File: src/rtl/standby_ctl_pkg.sv
package standby_ctl_pkg;

  typedef enum logic [1:0] {
    ST_RUN  = 2'd0,
    ST_WAIT = 2'd1,
    ST_STOP = 2'd2,
    ST_STAB = 2'd3
  } pwrState_t;

  // register bit positions
  localparam int CFG_EXT_BIT   = 0;
  localparam int CFG_NOSTP_BIT = 1;
  localparam int ST_STOP_BIT   = 0;
  localparam int ST_WAIT_BIT   = 1;
  localparam int ST_GATE_BIT   = 2;

  // control -> datapath strobes
  typedef struct packed {
    logic setStopSeen;
    logic setWaitSeen;
  } ctlStrobe_t;

  // datapath -> control configuration view
  typedef struct packed {
    logic extClkSel;
    logic stopDisable;
    logic waitClkStop;
  } cfgView_t;

endpackage

File: src/rtl/standby_ctl_regs.sv
module standby_ctl_regs
  import standby_ctl_pkg::*;
#(
  parameter int          ADDR_W    = 8,
  parameter int          DATA_W    = 8,
  parameter logic [7:0]  CFG_ADDR  = 8'h10,
  parameter logic [7:0]  STAT_ADDR = 8'h11,
  parameter logic [7:0]  KEY       = 8'h55
) (
  input  logic              clk,
  input  logic              porRstN,
  input  logic              anyRstN,
  input  logic              regWrEn,
  input  logic [ADDR_W-1:0] regAddr,
  input  logic [DATA_W-1:0] regWrData,
  output logic [DATA_W-1:0] regRdData,
  input  ctlStrobe_t        strobe,
  output cfgView_t          cfg,
  output logic              stopSeenQ
);

  localparam logic [ADDR_W-1:0] CFG_A  = ADDR_W'(CFG_ADDR);
  localparam logic [ADDR_W-1:0] STAT_A = ADDR_W'(STAT_ADDR);
  localparam logic [DATA_W-1:0] KEY_V  = DATA_W'(KEY);

  logic wrCfg, wrStat;
  logic armed;
  logic extClkQ, stopDisQ, gateQ;
  logic waitSeenQ;

  assign wrCfg  = regWrEn && (regAddr == CFG_A);
  assign wrStat = regWrEn && (regAddr == STAT_A);

  // key-protected configuration and clock-stop option: cleared by any reset
  always_ff @(posedge clk or negedge anyRstN) begin
    if (!anyRstN) begin
      armed    <= 1'b0;
      extClkQ  <= 1'b0;
      stopDisQ <= 1'b0;
      gateQ    <= 1'b0;
    end else begin
      if (wrCfg) begin
        if (armed) begin
          extClkQ  <= regWrData[CFG_EXT_BIT];
          stopDisQ <= regWrData[CFG_NOSTP_BIT];
          armed    <= 1'b0;
        end else if (regWrData == KEY_V) begin
          armed <= 1'b1;
        end
      end else if (regWrEn) begin
        armed <= 1'b0;
      end
      if (wrStat) gateQ <= regWrData[ST_GATE_BIT];
    end
  end

  // sticky instruction flags: cleared by power-on reset only
  always_ff @(posedge clk or negedge porRstN) begin
    if (!porRstN) begin
      stopSeenQ <= 1'b0;
      waitSeenQ <= 1'b0;
    end else begin
      if (strobe.setStopSeen) stopSeenQ <= 1'b1;
      if (strobe.setWaitSeen) waitSeenQ <= 1'b1;
    end
  end

  always_comb begin
    regRdData = '0;
    if (regAddr == CFG_A) begin
      regRdData[CFG_EXT_BIT]   = extClkQ;
      regRdData[CFG_NOSTP_BIT] = stopDisQ;
    end else if (regAddr == STAT_A) begin
      regRdData[ST_STOP_BIT] = stopSeenQ;
      regRdData[ST_WAIT_BIT] = waitSeenQ;
      regRdData[ST_GATE_BIT] = gateQ;
    end
  end

  assign cfg.extClkSel   = extClkQ;
  assign cfg.stopDisable = stopDisQ;
  assign cfg.waitClkStop = gateQ;

endmodule

File: src/rtl/standby_ctl_fsm.sv
module standby_ctl_fsm
  import standby_ctl_pkg::*;
(
  input  logic       clk,
  input  logic       anyRstN,
  input  logic       stopReq,
  input  logic       waitReq,
  input  logic       irqPending,
  input  logic       stabDone,
  input  cfgView_t   cfg,
  output ctlStrobe_t strobe,
  output logic       cpuClkEn,
  output logic       busClkEn,
  output logic       perClkEn,
  output logic       oscEn,
  output logic       refreshEn,
  output logic       wdtUseOnExit
);

  pwrState_t state, stateNext;
  logic goStop, goWait;

  assign goStop = (state == ST_RUN) && stopReq && !cfg.stopDisable;
  assign goWait = (state == ST_RUN) && waitReq && !goStop;

  always_comb begin
    stateNext = state;
    case (state)
      ST_RUN:  if (goStop) stateNext = ST_STOP;
               else if (goWait) stateNext = ST_WAIT;
      ST_WAIT: if (irqPending) stateNext = ST_RUN;
      ST_STOP: if (irqPending) stateNext = cfg.extClkSel ? ST_RUN : ST_STAB;
      ST_STAB: if (stabDone) stateNext = ST_RUN;
      default: stateNext = ST_RUN;
    endcase
  end

  always_ff @(posedge clk or negedge anyRstN) begin
    if (!anyRstN) state <= ST_RUN;
    else          state <= stateNext;
  end

  assign strobe.setStopSeen = goStop;
  assign strobe.setWaitSeen = goWait;

  assign cpuClkEn     = (state == ST_RUN);
  assign busClkEn     = (state == ST_RUN);
  assign perClkEn     = (state == ST_RUN) || ((state == ST_WAIT) && !cfg.waitClkStop);
  assign oscEn        = (state != ST_STOP);
  assign refreshEn    = (state == ST_RUN) || (state == ST_WAIT);
  assign wdtUseOnExit = ((state == ST_STOP) || (state == ST_STAB)) && !cfg.extClkSel;

endmodule

File: src/rtl/standby_ctl.sv
module standby_ctl
  import standby_ctl_pkg::*;
#(
  parameter int         ADDR_W    = 8,
  parameter int         DATA_W    = 8,
  parameter logic [7:0] CFG_ADDR  = 8'h10,
  parameter logic [7:0] STAT_ADDR = 8'h11,
  parameter logic [7:0] KEY       = 8'h55
) (
  input  logic              clk,
  input  logic              porRstN,
  input  logic              warmRstN,
  input  logic              regWrEn,
  input  logic [ADDR_W-1:0] regAddr,
  input  logic [DATA_W-1:0] regWrData,
  output logic [DATA_W-1:0] regRdData,
  input  logic              stopReq,
  input  logic              waitReq,
  input  logic              irqPending,
  input  logic              stabDone,
  output logic              cpuClkEn,
  output logic              busClkEn,
  output logic              perClkEn,
  output logic              oscEn,
  output logic              refreshEn,
  output logic              wdtUseOnExit
);

  logic       anyRstN;
  ctlStrobe_t strobe;
  cfgView_t   cfg;
  logic       stopSeenQ;

  assign anyRstN = porRstN & warmRstN;

  standby_ctl_regs #(
    .ADDR_W(ADDR_W), .DATA_W(DATA_W),
    .CFG_ADDR(CFG_ADDR), .STAT_ADDR(STAT_ADDR), .KEY(KEY)
  ) uRegs (
    .clk(clk), .porRstN(porRstN), .anyRstN(anyRstN),
    .regWrEn(regWrEn), .regAddr(regAddr), .regWrData(regWrData),
    .regRdData(regRdData), .strobe(strobe), .cfg(cfg),
    .stopSeenQ(stopSeenQ)
  );

  standby_ctl_fsm uFsm (
    .clk(clk), .anyRstN(anyRstN),
    .stopReq(stopReq), .waitReq(waitReq),
    .irqPending(irqPending), .stabDone(stabDone),
    .cfg(cfg), .strobe(strobe),
    .cpuClkEn(cpuClkEn), .busClkEn(busClkEn), .perClkEn(perClkEn),
    .oscEn(oscEn), .refreshEn(refreshEn), .wdtUseOnExit(wdtUseOnExit)
  );

endmodule

File: config.mk
export PLATFORM = sky130hd
export DESIGN_NAME = standby_ctl
export DESIGN_NICKNAME = d
export VERILOG_FILES = /design/src/rtl/standby_ctl_pkg.sv /design/src/rtl/standby_ctl_regs.sv /design/src/rtl/standby_ctl_fsm.sv /design/src/rtl/standby_ctl.sv
export SDC_FILE = /design/constraint.sdc
export NUM_CORES = 1
export LEC_CHECK = 0
export ABC_AREA = 0
export BUFFER_PORTS_ARGS = -buffer_cell sky130_fd_sc_hd__buf_2
export CORE_MARGIN = 3
export CORE_UTILIZATION = 35
export CTS_CLUSTER_DIAMETER = 80
export DETAILED_ROUTE_END_ITERATION = 10
export PLACE_DENSITY_LB_ADDON = 0.12
export SLEW_MARGIN = 20
export SYNTH_ARGS = -nofsm -noshare
export SYNTH_HDL_FRONTEND = slang
export SYNTH_SLANG_ARGS = --single-unit
File: constraint.sdc
create_clock -name clk -period 1.1 [get_ports clk]
set_input_delay 0.165 -clock clk [delete_from_list [all_inputs] [get_ports clk]]
set_output_delay 0.165 -clock clk [all_outputs]
set_load 0.05 [all_outputs]
==> results.cfg, run 1 <==
[placement]
port-buffer-count = 32
place_hpwl_um = 1050
place_area_sq_um = 785
gp_congestion = 0.752

[floorplan]
dieArea_sq_um = 2040
initial_utilization_pct = 39.2
die_w_um = 45.1
num_rows = 13
io_pins = 38
fp.coreArea_sq_um = 1370
die_h_um = 45.1

[power_and_ir_drop]
leakage_nw = 0.504
p_seq_share_pct = 18.8
internal_power_mw = 1.21
pwr-share-comb_pct = 71.7
power_switching_mw = 1.03
power-per-cell-area_nw_per_um2 = 2080
p_clk_share_pct = 9.6
switching_share_pct = 46.1
p_total_mw = 2.24
worst_ir_drop_vdd_uv = 2150

[synthesis]
synth-warning-count = 0
synthTopCellsByArea = dfrtp_1 (37%), buf_4 (8.4%), mux2_1 (4.2%)
ys_seq_elements = 8
syn-mean-instance-area_sq_um = 9.23
ys_async_sr_fraction_pct = 100
yosys-top-cells-count = dfrtp_1 (8), buf_4 (6), nor2_1 (6), a21oi_1 (4), inv_1 (4)
yosysMostFrequentCell = dfrtp_1
ys_seq_area_share_pct = 37.4
syn_area_sq_um = 536
synth_edf_count = 0
syn_inst = 58
synth_ff_type = dfrtp_1
yosysTopAreaCell = dfrtp_1
ys_types = 26
synth_top_area_share_pct = 37.4

[global_routing]
track_usage_pct = 15.1
antenna_found_initial = 0
grt_overflow = 0
grt_pass1_wl_um = 2270
grt_pass1_vias = 545
grt_start_max_net_pins = 9

[finish]
stdcell_area_sq_um = 1080
nFillCells = 91
drive_gt1_share_pct = 74.8
n_antenna_cell = 0
nets = 133
fin_util_pct = 78.9
area_growth_pct = 101

[worst_setup_path]
slowest_delay_ps = 410
path_class = flip-flop to output port
startpoint = uFsm.state[1]$_DFFE_PN0P_
cp_slowest_cell = dfrtp_1
worst_r2r_endpoint = uRegs.stopSeenQ$_DFFE_PN0P_
r2r-start = uRegs.stopDisQ$_DFFE_PN0P_
reg2reg_depth = 4
endpoint_kind = output port
critical_path_required_ps = 940
path_cells = buf_6 -> nor2_4 -> buf_8
r2r_slack_ps = 0
arrival_ps = 1090
cp-start-kind = flip-flop
crit_buf_inv = 2
path_delay_family = flip-flops
worstPathMaxFanout = 3

[clock_network]
numClockSinks = 8
clock_tree.buffer_depth = 2
cts_tree = yes
numCtsBuffers = 3
cts_root_buf = clkbuf_4
htree_levels = 1
clk-insertion-delay-late_ps = 240
clk_pin_slew_ps = 50

[drt]
wl_um = 1640
vias = 586
drtIter0Drc = 12
final_antenna_net_count = 0
drc = 0
post_drt_wl_per_cell_um = 13.5
first_pass_iters = 2
routed_via_density = 4.80

[sta]
fin_ws_ps = -153
timing.final.crit_share_pct = 114
fmax_mhz = 798
fin_hold_ws_ps = 170
fin_setup_tns_ps = -1130
final_max_slew_viol_count = 0
hold_violations = 0
setup_viol = 10
fin_crit_ps = 1250
skew_ps = 1.19
rsz0062_at_grt = yes

[worst_hold_path]
hold-path-cell-count = 2
min_from = regWrData[0]
holdPathEnd = uRegs.extClkQ$_DFFE_PN0P_
hold_path.class = input port to flip-flop

[status]
status = finished with violations
violations = setup timing

[job]
maxCapViolCount = 0
[routing by layer]
| metal | global-route usage (%) | wire, um | up-vias | part of all wire, % |
|---|---|---|---|---|
| li1 | - | - | 295 | - |
| met2 | 27.7 | 875 | 21 | 53 |
| met3 | 2.79 | 106 | 0 | 6.5 |
| met1 | 18.8 | 659 | 270 | 40 |
| met4 | 1.75 | 0 | 0 | 0 |
| met5 | 0 | 0 | - | 0 |
[layout by cell type, fill, tap and decap left out, types with 2 or more instances in the layout]
cell            n
a21oi_2         3
buf_2          21
buf_4          10
buf_6          12
buf_8           5
clkbuf_4        3
conb_1          5
dfrtp_1         7
dlygate4sd3_1   2
inv_1           2
mux2_4          2
mux2i_2         2
nand2_2         2
nand4_1         2
nor2_4          5
[what timing repair did]
action | 4_1_cts | 5_1_grt
setup buffers | 6 | 2
resized for setup | 27 | 24
endpoints found under the setup margin | 9 | 14
endpoints found under the hold margin | 8 | 0
pin swaps | 6 | 9
hold buffers | 2 | 0
[power groups by stage]
stage                     clock network, mW  registers (mW)  logic [mW]
after floorplan                           0           0.354       0.883
after detailed placement                  0           0.411       0.999
final                                 0.215           0.421        1.61
after global placement                    0           0.410       0.993
after global routing                  0.238           0.430        1.68
after CTS                             0.227           0.422        1.29
[worst max-delay path by stage]
stage | to | cells after the start
CTS | wdtUseOnExit | 4
finish | busClkEn | 3
floorplan | wdtUseOnExit | 3
global route | wdtUseOnExit | 4
detailed placement | regRdData[0] | 5
global placement | regRdData[0] | 5
[worst reg2reg max path, stage by stage, from the launching register on]
cell and delay, ps:
dfrtp_1 390, buf_6 120, nand2b_4 140, buf_6 120, o31ai_4 230
[area by class of cell]
class | instances | area (sq um) | area share, %
inverters | 4 | 18.8 | 1.74
clock buffers | 3 | 22.5 | 2.09
repair buffers | 50 | 410 | 38.1
flip-flops and latches | 8 | 201 | 18.7
multi-input cells | 42 | 407 | 37.7
well taps | 15 | 18.8 | 1.74
[cells by family after synthesis]
| family | synth area share [%] |
|---|---|
| other cells | 0.700 |
| flops | 37.4 |
| compound gates | 11.9 |
| buf+inv | 12.6 |
| mux | 10.0 |
| simple gates | 27.3 |
[flip-flops by register name (all words and copies together), names as in the netlist]
register / flops
uRegs.stopSeenQ: 1
uRegs.waitSeenQ: 1
uRegs.gateQ: 1
uFsm.state: 2
uRegs.extClkQ: 1
uRegs.stopDisQ: 1
uRegs.armed: 1
[per-stage QoR]
stage               std cells  setup slack, ps
global placement          109             -277
global route              122             -218
finish                    122             -153
CTS                       120             -157
detailed placement        109             -304
floorplan                  62             -155
(Power assumes the default switching activity.)
==> run 2: changes to the inputs <==
==> constraint.sdc (replaced) <==
create_clock -name clk -period 1.1 [get_ports clk]
set_input_delay 0.165 -clock clk [delete_from_list [all_inputs] [get_ports clk]]
set_output_delay 0.165 -clock clk [all_outputs]
set_load 0.02 [all_outputs]
==> results.cfg, run 2 (synthesis gave the netlist of run 1 again) <==
[status]
status = finished with violations
violations = setup timing

[drt]
wl_um = 1390
first_pass_iters = 3
post_drt_wl_per_cell_um = 12.3
routed_via_density = 4.88
final_antenna_net_count = 0
drtIter0Drc = 3
drc = 0
vias = 551

[placement]
dpl.cell_count = 102
place_area_sq_um = 694
place_ws_ps = -173
place_hpwl_um = 1010
gp_congestion = 0.772
port-buffer-count = 32

[global_routing]
grt_pass1_wl_um = 2170
antenna_found_initial = 0
grt_overflow = 0
track_usage_pct = 14.9
grt_pass1_vias = 526
grt_start_max_net_pins = 9

[power_and_ir_drop]
power-per-cell-area_nw_per_um2 = 1720
internal_power_mw = 0.918
p_seq_share_pct = 29.8
p_total_mw = 1.54
power_switching_mw = 0.625
p_clk_share_pct = 14.7
switching_share_pct = 40.5
worst_ir_drop_vdd_uv = 1210
pwr-share-comb_pct = 55.6
leakage_nw = 0.433

[worst_hold_path]
holdPathEnd = uRegs.armed$_DFFE_PN0P_
min_from = regWrEn
hold-path-cell-count = 2
hold_path.class = input port to flip-flop

[finish]
drive_gt1_share_pct = 62.2
stdcell_area_sq_um = 898
layout_commonest_cell = buf_2
n_antenna_cell = 0
nets = 124
top_register = uFsm.state
final_cell_mix = buf_2 (20), buf_6 (11), buf_4 (8)
nFillCells = 118
largest_reg_flops = 2
final-instance-count-excl-fill = 113
area_growth_pct = 67.8

[worst_setup_path]
critical_path_required_ps = 940
path_class = flip-flop to output port
r2r_slack_ps = 40
crit_buf_inv = 1
reg2reg_depth = 3
cp_slowest_cell = dfrtp_2
arrival_ps = 1050
endpoint_kind = output port
slowest_delay_ps = 480
path_cells = a21oi_1 -> buf_4
worst_r2r_endpoint = uFsm.state[0]$_DFFE_PN0P_
cp-start-kind = flip-flop
r2r-start = uFsm.state[0]$_DFFE_PN0P_
path_delay_family = flip-flops
critical_path_depth = 2
worstPathMaxFanout = 8

[clock_network]
numCtsBuffers = 3
numClockSinks = 8
clock_tree.buffer_depth = 2
clk_pin_slew_ps = 60
clk-insertion-delay-late_ps = 260
cts_root_buf = clkbuf_4
cts_tree = yes
htree_levels = 1

[sta]
hold_violations = 0
fin_ws_ps = -113
rsz0062_at_grt = yes
fin_crit_ps = 1210
fin_hold_ws_ps = 139
fmax_mhz = 825
final_max_slew_viol_count = 0
skew_ps = 5.11
setup_viol = 9
timing.final.crit_share_pct = 110

[floorplan]
die_w_um = 45.1
dieArea_sq_um = 2040
die_h_um = 45.1
num_rows = 13
fp.coreArea_sq_um = 1370
io_pins = 38
initial_utilization_pct = 39.2

[job]
maxCapViolCount = 0
==> run 2: cell types whose count changed in the layout (fill, tap and decap cells not counted), sizes merged <==
cell,before,now
inv,3,4
clkinvlp,1,0
buf,48,39
==> run 2: per-stage QoR <==
step                      utilization, %  TNS [ps]
after floorplan                        -     -64.9
after global placement              50.8      -807
final                               65.8      -663
after CTS                           61.5      -594
after global routing                65.8     -1120
after detailed placement            50.8      -915
==> run 2: worst max-delay path by stage <==
stage,from,to
after floorplan,uFsm.state[1]$_DFFE_PN0P_,cpuClkEn
after global placement,regAddr[6],regRdData[2]
after detailed placement,regAddr[6],uRegs.extClkQ$_DFFE_PN0P_
after CTS,uFsm.state[0]$_DFFE_PN0P_,perClkEn
after global routing,uFsm.state[0]$_DFFE_PN0P_,busClkEn
final,uFsm.state[0]$_DFFE_PN0P_,perClkEn
==> run 2: worst reg2reg max path, stage by stage, from the launching register on <==
cell and delay, ps:
dfrtp_2 480, nor2b_1 170, a311oi_2 240, a21oi_1 60
==> run 2: power groups by stage <==
stage	sequential (mW)	combinational [mW]	clock (mW)
CTS	0.447	0.805	0.233
finish	0.459	0.857	0.226
global placement	0.433	0.538	0
global route	0.471	0.932	0.253
detailed placement	0.434	0.540	0
floorplan	0.351	0.486	0
==> run 2: metal layers <==
metal  global-route usage (%)  share of wire [%]
met4                     7.02                1.0
met3                     4.78                9.7
met2                     25.4                 51
met1                     16.7                 38
met5                        0                  0
==> run 2: what timing repair did <==
action / in CTS / in global routing
resized for setup: 22 / 15
hold buffers: 2 / 0
buffers inserted: 5 / 2
pin swaps: 4 / 7
hold endpoints to repair: 8 / 0
setup endpoints to repair: 9 / 11
gates cloned: 0 / 0
==> run 2: area by class of cell <==
| cell class | instances | area (sq um) | area share [%] |
|---|---|---|---|
| clock buffers | 3 | 22.5 | 2.51 |
| inverters | 4 | 17.5 | 1.95 |
| multi-input cells | 42 | 332 | 36.9 |
| flip-flops and latches | 8 | 204 | 22.7 |
| well taps | 15 | 18.8 | 2.09 |
| repair buffers | 41 | 304 | 33.8 |
==> run 3: changes to the inputs <==
--- a/config.mk
+++ b/config.mk
@@ -7,7 +7,6 @@
 export LEC_CHECK = 0
 export ABC_AREA = 0
 export BUFFER_PORTS_ARGS = -buffer_cell sky130_fd_sc_hd__buf_2
-export CORE_MARGIN = 3
 export CORE_UTILIZATION = 35
 export CTS_CLUSTER_DIAMETER = 80
 export DETAILED_ROUTE_END_ITERATION = 10
==> results.cfg, run 3 (synthesis gave the netlist of run 1 again) <==
[worst_setup_path]
slowest_delay_ps = 470
endpoint_kind = output port
path_cells = inv_2 -> nor2_4 -> buf_6
path_delay_family = flip-flops
r2r-start = uFsm.state[0]$_DFFE_PN0P_
worstPathMaxFanout = 7
critical_path_required_ps = 940
startpoint = uFsm.state[1]$_DFFE_PN0P_
cp-start-kind = flip-flop
crit_buf_inv = 2
cp_slowest_cell = dfrtp_2
path_class = flip-flop to output port
arrival_ps = 1030

[sta]
rsz0062_at_grt = yes
fin_ws_ps = -90.1
fin_crit_ps = 1190
skew_ps = 5.67
final_max_slew_viol_count = 0
hold_violations = 0
setup_viol = 11
fin_setup_tns_ps = -554
timing.final.crit_share_pct = 108
fmax_mhz = 840

[drt]
first_pass_iters = 4
drtIter0Drc = 8
final_antenna_net_count = 0
drc = 0
post_drt_wl_per_cell_um = 11.7
routed_via_density = 4.97
vias = 572
wl_um = 1350

[placement]
gp_congestion = 0.721
place_hpwl_um = 938
dpl.cell_count = 103
port-buffer-count = 32
place_area_sq_um = 702

[floorplan]
num_rows = 13
io_pins = 38
die_w_um = 41.1
fp.coreArea_sq_um = 1370
die_h_um = 41.1
dieArea_sq_um = 1690
initial_utilization_pct = 39.2

[status]
status = finished with violations
violations = setup timing

[global_routing]
grt_overflow = 0
grt_pass1_wl_um = 2020
grt_start_max_net_pins = 8
antenna_found_initial = 0
track_usage_pct = 18.9
grt_pass1_vias = 489

[worst_hold_path]
min_from = regWrEn
hold_path.class = input port to flip-flop

[finish]
final-instance-count-excl-fill = 115
top_register = uFsm.state
n_antenna_cell = 0
stdcell_area_sq_um = 891
area_growth_pct = 66.4
drive_gt1_share_pct = 59.0
fin_util_pct = 65.2
largest_reg_flops = 2
layout_commonest_cell = buf_2
final_cell_mix = buf_2 (22), buf_4 (10), buf_6 (8)
nets = 126

[power_and_ir_drop]
power-per-cell-area_nw_per_um2 = 1750
leakage_nw = 0.438
worst_ir_drop_vdd_uv = 1320

[clock_network]
cts_tree = yes
clk-insertion-delay-late_ps = 260
htree_levels = 1
numCtsBuffers = 3
numClockSinks = 8
clock_tree.buffer_depth = 2
cts_root_buf = clkbuf_4
clk_pin_slew_ps = 60

[job]
maxCapViolCount = 0
-- run 3: timing repair --
action / in CTS / in global routing
setup buffers: 6 / 1
pin swaps: 5 / 5
gates cloned: 0 / 0
endpoints found under the hold margin: 8 / 0
hold buffers: 2 / 0
endpoints found under the setup margin: 9 / 12
gates resized for setup: 16 / 11
-- run 3: worst paths after layout --
kind	endpoint	slack, ps	depth (start not counted)
worst min-delay path	uRegs.armed$_DFFE_PN0P_	140	2
worst max register to register	uFsm.state[1]$_DFFE_PN0P_	0	4
worst min register to register	uRegs.stopSeenQ$_DFFE_PN0P_	480	2
min in group asynchronous	uRegs.waitSeenQ$_DFFE_PN0P_	220	2
max in group asynchronous	uRegs.extClkQ$_DFFE_PN0P_	430	3
worst max-delay path	wdtUseOnExit	-90	3
-- run 3: cell type report --
| cell class | count | area (sq um) |
|---|---|---|
| clock buffer | 3 | 22.5 |
| fill | 129 | 475 |
| inverter | 4 | 15.0 |
| multi-input combinational | 42 | 315 |
| sequential | 8 | 204 |
| tap | 15 | 18.8 |
| timing repair buffer | 43 | 315 |
-- run 3: routing by layer --
metal	global-route usage [%]	share of wire, %	vias up
met4	8.06	0	0
met5	0	0	-
met1	22.6	40	266
met2	32.0	53	26
met3	4.35	7.2	0
li1	-	-	280
-- run 3: power breakdown --
part	switching, mW	internal (mW)
combinational	0.420	0.468
sequential	0.100	0.345
clock	0.102	0.125
-- run 3: stage by stage --
step | total power, mW | hold slack [ps] | worst slack [ps]
after detailed placement | 0.970 | -40.0 | -208
final | 1.56 | 138 | -90.1
after global routing | 1.67 | 130 | -126
after floorplan | 0.837 | -131 | -51.1
after global placement | 0.970 | -43.6 | -169
after CTS | 1.42 | 125 | -109
